--- config.mk ---
export PLATFORM = sky130hd
export DESIGN_NAME = mc_seq_ctrl
export DESIGN_NICKNAME = d
export VERILOG_FILES = /design/src/rtl/mc_ctrl_pkg.sv /design/src/rtl/mc_next_state.sv /design/src/rtl/mc_out_decode.sv /design/src/rtl/mc_state_reg.sv /design/src/rtl/mc_seq_ctrl.sv
export SDC_FILE = /design/constraint.sdc
export NUM_CORES = 1
export LEC_CHECK = 0
export ABC_AREA = 1
export BUFFER_PORTS_ARGS = -buffer_cell sky130_fd_sc_hd__buf_2
export CELL_PAD_IN_SITES_DETAIL_PLACEMENT = 0
export CELL_PAD_IN_SITES_GLOBAL_PLACEMENT = 1
export CORE_UTILIZATION = 24
export CTS_CLUSTER_DIAMETER = 150
export DETAILED_ROUTE_END_ITERATION = 8
export PLACE_DENSITY = 0.82
export REMOVE_ABC_BUFFERS = 1
export SYNTH_ARGS = -nofsm -noshare
export SYNTH_HDL_FRONTEND = slang
export SYNTH_SLANG_ARGS = --single-unit
--- constraint.sdc ---
create_clock -name clk -period 1 [get_ports clk]
set_input_delay 0.1 -clock clk [delete_from_list [all_inputs] [get_ports clk]]
set_output_delay 0.1 -clock clk [all_outputs]
set_load 0.05 [all_outputs]
--- src/rtl/mc_ctrl_pkg.sv ---
package mc_ctrl_pkg;
  localparam int ST_W  = 4;
  localparam int OPC_W = 6;
  localparam int SEL_W = 2;

  typedef enum logic [ST_W-1:0] {
    S_FETCH   = 4'b0000,
    S_DECODE  = 4'b0001,
    S_ADDR    = 4'b0010,
    S_LD_RD   = 4'b0011,
    S_LD_WB   = 4'b0100,
    S_ST_WR   = 4'b0101,
    S_R_EXEC  = 4'b0110,
    S_R_DONE  = 4'b0111,
    S_BR_DONE = 4'b1000,
    S_J_DONE  = 4'b1001
  } step_t;

  localparam logic [OPC_W-1:0] OPC_REG   = 6'b000000;
  localparam logic [OPC_W-1:0] OPC_JUMP  = 6'b000010;
  localparam logic [OPC_W-1:0] OPC_BEQ   = 6'b000100;
  localparam logic [OPC_W-1:0] OPC_LOAD  = 6'b100011;
  localparam logic [OPC_W-1:0] OPC_STORE = 6'b101011;

  typedef struct packed {
    logic             pc_load;
    logic             pc_load_if_zero;
    logic             addr_from_alu;
    logic             mem_rd;
    logic             mem_wr;
    logic             ir_load;
    logic             rf_wr;
    logic             rf_dst_rd;
    logic             wb_from_mem;
    logic [SEL_W-1:0] pc_src;
    logic [SEL_W-1:0] alu_ctl;
    logic             alu_a_sel;
    logic [SEL_W-1:0] alu_b_sel;
  } ctrl_t;

  localparam ctrl_t CTRL_IDLE = '0;
endpackage

--- src/rtl/mc_next_state.sv ---
module mc_next_state
  import mc_ctrl_pkg::*;
(
  input  step_t            cur,
  input  logic [OPC_W-1:0] opcode,
  output step_t            nxt,
  output logic             bad_opc
);
  always_comb begin
    nxt     = S_FETCH;
    bad_opc = 1'b0;
    unique case (cur)
      S_FETCH:  nxt = S_DECODE;
      S_DECODE: begin
        case (opcode)
          OPC_REG:              nxt = S_R_EXEC;
          OPC_JUMP:             nxt = S_J_DONE;
          OPC_BEQ:              nxt = S_BR_DONE;
          OPC_LOAD, OPC_STORE:  nxt = S_ADDR;
          default: begin
            nxt     = S_FETCH;
            bad_opc = 1'b1;
          end
        endcase
      end
      S_ADDR:   nxt = (opcode == OPC_LOAD) ? S_LD_RD : S_ST_WR;
      S_LD_RD:  nxt = S_LD_WB;
      S_R_EXEC: nxt = S_R_DONE;
      S_LD_WB, S_ST_WR, S_R_DONE, S_BR_DONE, S_J_DONE: nxt = S_FETCH;
      default:  nxt = S_FETCH;
    endcase
  end
endmodule

--- src/rtl/mc_out_decode.sv ---
module mc_out_decode
  import mc_ctrl_pkg::*;
(
  input  step_t cur,
  output ctrl_t ctl
);
  always_comb begin
    ctl = CTRL_IDLE;
    case (cur)
      S_FETCH: begin
        ctl.pc_load   = 1'b1;
        ctl.mem_rd    = 1'b1;
        ctl.ir_load   = 1'b1;
        ctl.alu_b_sel = 2'b01;
      end
      S_DECODE: ctl.alu_b_sel = 2'b11;
      S_ADDR: begin
        ctl.alu_a_sel = 1'b1;
        ctl.alu_b_sel = 2'b10;
      end
      S_LD_RD: begin
        ctl.mem_rd        = 1'b1;
        ctl.addr_from_alu = 1'b1;
      end
      S_LD_WB: begin
        ctl.rf_wr       = 1'b1;
        ctl.wb_from_mem = 1'b1;
      end
      S_ST_WR: begin
        ctl.mem_wr        = 1'b1;
        ctl.addr_from_alu = 1'b1;
      end
      S_R_EXEC: begin
        ctl.alu_a_sel = 1'b1;
        ctl.alu_ctl   = 2'b10;
      end
      S_R_DONE: begin
        ctl.rf_wr     = 1'b1;
        ctl.rf_dst_rd = 1'b1;
      end
      S_BR_DONE: begin
        ctl.pc_load_if_zero = 1'b1;
        ctl.alu_a_sel       = 1'b1;
        ctl.alu_ctl         = 2'b01;
        ctl.pc_src          = 2'b01;
      end
      S_J_DONE: begin
        ctl.pc_load = 1'b1;
        ctl.pc_src  = 2'b10;
      end
      default: ctl = CTRL_IDLE;
    endcase
  end


  write_strobe_excl_chk: assert final (!$isunknown(cur) -> $onehot0({ctl.mem_wr, ctl.rf_wr, ctl.ir_load, ctl.pc_load_if_zero}));
endmodule

--- src/rtl/mc_state_reg.sv ---
module mc_state_reg
  import mc_ctrl_pkg::*;
(
  input  logic  clk,
  input  logic  rst,
  input  step_t nxt,
  input  logic  bad_opc,
  output step_t cur,
  output logic  illegal_q
);
  always_ff @(posedge clk) begin
    if (rst) begin
      cur       <= S_FETCH;
      illegal_q <= 1'b0;
    end else begin
      cur       <= nxt;
      illegal_q <= bad_opc;
    end
  end


  reset_state_chk: assert property (@(posedge clk) rst |=> (cur == S_FETCH && !illegal_q));
endmodule

--- src/rtl/mc_seq_ctrl.sv ---
module mc_seq_ctrl
  import mc_ctrl_pkg::*;
(
  input  logic             clk,
  input  logic             rst,
  input  logic [OPC_W-1:0] opcode,
  output logic [ST_W-1:0]  state_o,
  output logic             illegal_op,
  output logic             pc_load,
  output logic             pc_load_if_zero,
  output logic             addr_from_alu,
  output logic             mem_rd,
  output logic             mem_wr,
  output logic             ir_load,
  output logic             rf_wr,
  output logic             rf_dst_rd,
  output logic             wb_from_mem,
  output logic [SEL_W-1:0] pc_src,
  output logic [SEL_W-1:0] alu_ctl,
  output logic             alu_a_sel,
  output logic [SEL_W-1:0] alu_b_sel
);
  step_t cur_st;
  step_t nxt_st;
  logic  bad_opc;
  ctrl_t ctl;

  mc_next_state u_next (
    .cur     (cur_st),
    .opcode  (opcode),
    .nxt     (nxt_st),
    .bad_opc (bad_opc)
  );

  mc_state_reg u_reg (
    .clk       (clk),
    .rst       (rst),
    .nxt       (nxt_st),
    .bad_opc   (bad_opc),
    .cur       (cur_st),
    .illegal_q (illegal_op)
  );

  mc_out_decode u_dec (
    .cur (cur_st),
    .ctl (ctl)
  );

  assign state_o         = cur_st;
  assign pc_load         = ctl.pc_load;
  assign pc_load_if_zero = ctl.pc_load_if_zero;
  assign addr_from_alu   = ctl.addr_from_alu;
  assign mem_rd          = ctl.mem_rd;
  assign mem_wr          = ctl.mem_wr;
  assign ir_load         = ctl.ir_load;
  assign rf_wr           = ctl.rf_wr;
  assign rf_dst_rd       = ctl.rf_dst_rd;
  assign wb_from_mem     = ctl.wb_from_mem;
  assign pc_src          = ctl.pc_src;
  assign alu_ctl         = ctl.alu_ctl;
  assign alu_a_sel       = ctl.alu_a_sel;
  assign alu_b_sel       = ctl.alu_b_sel;


  fetch_to_decode_chk: assert property (@(posedge clk) disable iff (rst)
    (state_o == 4'b0000) |=> (state_o == 4'b0001));


  decode_quiet_chk: assert property (@(posedge clk) disable iff (rst)
    (state_o == 4'b0001) |-> !(pc_load || pc_load_if_zero || ir_load || mem_wr || rf_wr));


  tail_return_chk: assert property (@(posedge clk) disable iff (rst)
    (state_o == 4'b0100 || state_o == 4'b0101 || state_o == 4'b0111 ||
     state_o == 4'b1000 || state_o == 4'b1001) |=> (state_o == 4'b0000));


  illegal_pulse_chk: assert property (@(posedge clk) disable iff (rst)
    illegal_op |-> (state_o == 4'b0000 && $past(state_o) == 4'b0001));


  mem_rw_excl_chk: assert property (@(posedge clk) disable iff (rst)
    !(mem_rd && mem_wr));
endmodule

==> results.md <==
* Switching power at between 200 and 300 µW
* Multi-input gate area at around 420 µm²
* Post-synth top area share at ~23%
* Leak pwr at approximately 0.00052 µW
* CP Cell Sequence: nor2_4 > inv_4 > a21oi_4 > buf_8
* CP Class: reg -> out
* Worst skew pair latency at about 240 ps
* Slew @ Worst Pin at around 250 ps
* Antenna Cells at 0
* Fin crit share at 128%
* Yosys cell types at 16
* Max Clk Rate at about 780 MHz
* Initial antenna violation count at 0
* Post-synth design cell area at around 430 µm²
* Gr usage total at 16.4%
* Hold_ws at between 40 and 50 ps
* Failing checks: setup timing
* Post-DP HPWL at approximately 1.0 mm
* DRC Markers at 0
* Post-Place Cell Area at 686 µm²
* Fillcell total at 123
* Buffers & Inverters on Critical Path at 2
* Max-Cap Viols at 0
* Clk network pwr share at between 30% and 40%
* CP max stage cell: dfxtp_4
* Avg Cell Area, Syn at between 5 and 6 µm²
* Tmin final at 1280 ps
* First-pass GRT wire length at 2.39 mm
* Top cell family by delay on the critical path: flip-flops
* Synth Instances at between 70 and 80
* IO buf count at 28
* Peak VDD IR at about 450 µV
* Commonest non-fill, non-tap cell in the layout: buf_6
* Largest net degree at the start of global routing at 7
* WL final at roughly 1.7 mm
* Layout cells sized above 1 at a little under three quarters
* Clk slew on worst S/H paths at 40 ps
* DIE AREA at between 0.0015 and 0.002 mm²
* Row cnt at 14
* Power per cell area at about 690 mW/mm²
* Via count of the first global-routing pass at 583
* Placed cells at 140
* Internal Pwr Total at between 400 and 500 µW
* Initial Util at around 27%
* Power Total at roughly 730 µW
* Routability cong. at 0.763
* Chip height at around 44 µm
* Final count of hold timing violations at 0
* Skew final at approximately 1.2 ps
* Max-slew headroom at between 80% and 90%
* Routed length per placed instance at around 11 µm
* Max stage delay on crit path at ~370 ps
* Final ANT Viol Nets at 0
* First DRT Iteration DRCs at 12
* Synth top area cells: dfxtp_1 23%, inv_1 14%, nor2_1 13%, nand2_1 12%, nand3_1 8.1%
* Final setup viols at 23
* Via Count at 640
* TritonCTS clock tree: done
* Final non-filler cell total at 145
* Critical Path AT at 1180 ps
* CP Data Required Time at approximately 900 ps
* Max Root-Sink Buffers at 2
* Core area at roughly 0.0016 mm²
* Die X at 44.5 µm
* #FFs+latches synth at 5
* Run status: complete, but fails checks
* Max-slew violations at 0
* Ys Warns at 0
* Switch share at about two fifths
* Top fanout value on the critical path at 5
* Crit end category: output port
* GRT overflow at 0
* CTS H-tree depth at 1
* Io pins at 29
* Post-route setup TNS at -4510 ps
* Nets at 130
* Most frequent cells in the layout: 13 x buf_6, 11 x buf_4, 10 x nor2_4, 9 x inv_1
* Worst min-delay path class: in -> reg
* Cell taking the most area after synthesis: dfxtp_1
* CTS Buf Count at 3
* Comb pwr share at approximately 39%
* Setup ws final at -284 ps
* Area Growth Syn to Fin at 147%
* Sequential area share after synthesis at a little under a quarter
* Clk root buf: clkbuf_4
* Vias/cell at 4.41
* # hold bufs at CTS at 0
* Seq pwr share at between 20% and 30%
* RSZ-0062 raised after global routing: true
* Worst setup SP type: flop
* Reg area at roughly 120 µm²
* Post-route design area at 0.00107 mm²
* Clk sinks at 5
* DRT Pass-1 Iters at 4
==> state kept, by name, indices dropped and copies added (netlist names) <==
| signal | flops |
|---|---|
| u_reg.illegal_q | 1 |
| u_reg.cur | 4 |
==> synth_stat cells, drive strengths merged <==
master   n
nor2    19
inv     16
nand2   16
nand3    8
a21oi    5
dfxtp    5
o21ai    3
and2     1
buf      1
nand2b   1
nand4    1
nor3     1
==> area by class of cell <==
type | instances | area share [%]
tap | 24 | 2.81
multi-input combinational | 55 | 39.7
clock buffer | 4 | 2.46
inverter | 16 | 5.86
sequential | 5 | 10.8
timing repair buffer | 41 | 38.3
==> power by group through the flow <==
stage | logic, µW | registers, µW | clock network, µW
floorplan | 126 | 240 | 0
global placement | 212 | 216 | 0
detailed placement | 214 | 216 | 0
CTS | 262 | 214 | 242
global route | 301 | 213 | 253
finish | 285 | 212 | 234
==> final timing paths <==
kind,startpoint,end,slack (ps),depth (start not counted)
worst min-delay path,rst,u_reg.cur[1],50,2
worst min register to register,u_reg.cur[0],u_reg.cur[1],740,4
worst max register to register,u_reg.cur[3],u_reg.cur[2],-150,8
worst max-delay path,u_reg.cur[0],rf_wr,-280,4
==> stage by stage <==
| step | utilization, % | setup slack (ps) |
|---|---|---|
| 2_1_floorplan | - | -1250 |
| 3_3_place_gp | 43.0 | -138 |
| 3_5_place_dp | 43.0 | -159 |
| 4_1_cts | 57.3 | -307 |
| 5_1_grt | 67.0 | -354 |
| 6_report | 67.0 | -284 |
==> logic make-up after synthesis <==
group | after synthesis | synth area share (%)
AND/OR/NAND/NOR | 47 | 52.0
AO/OA/AOI/OAI | 8 | 9.25
flip-flops | 5 | 23.1
buffers and inverters | 17 | 15.6
==> per-layer routing <==
layer  wire length [µm]  up-vias  GRT usage, %
li1                   -      328             -
met1                708      290          20.5
met2                863       17          26.5
met3                 53        5          2.86
met4                 36        0          9.09
met5                  0        -             0
==> what timing repair did <==
action / in CTS / in global routing
endpoints found under the setup margin: 25 / 24
pin swaps: 4 / 9
gates cloned: 0 / 0
setup buffers: 0 / 2
resized for setup: 73 / 34
No activity file was read; power rests on OpenSTA's default activity.
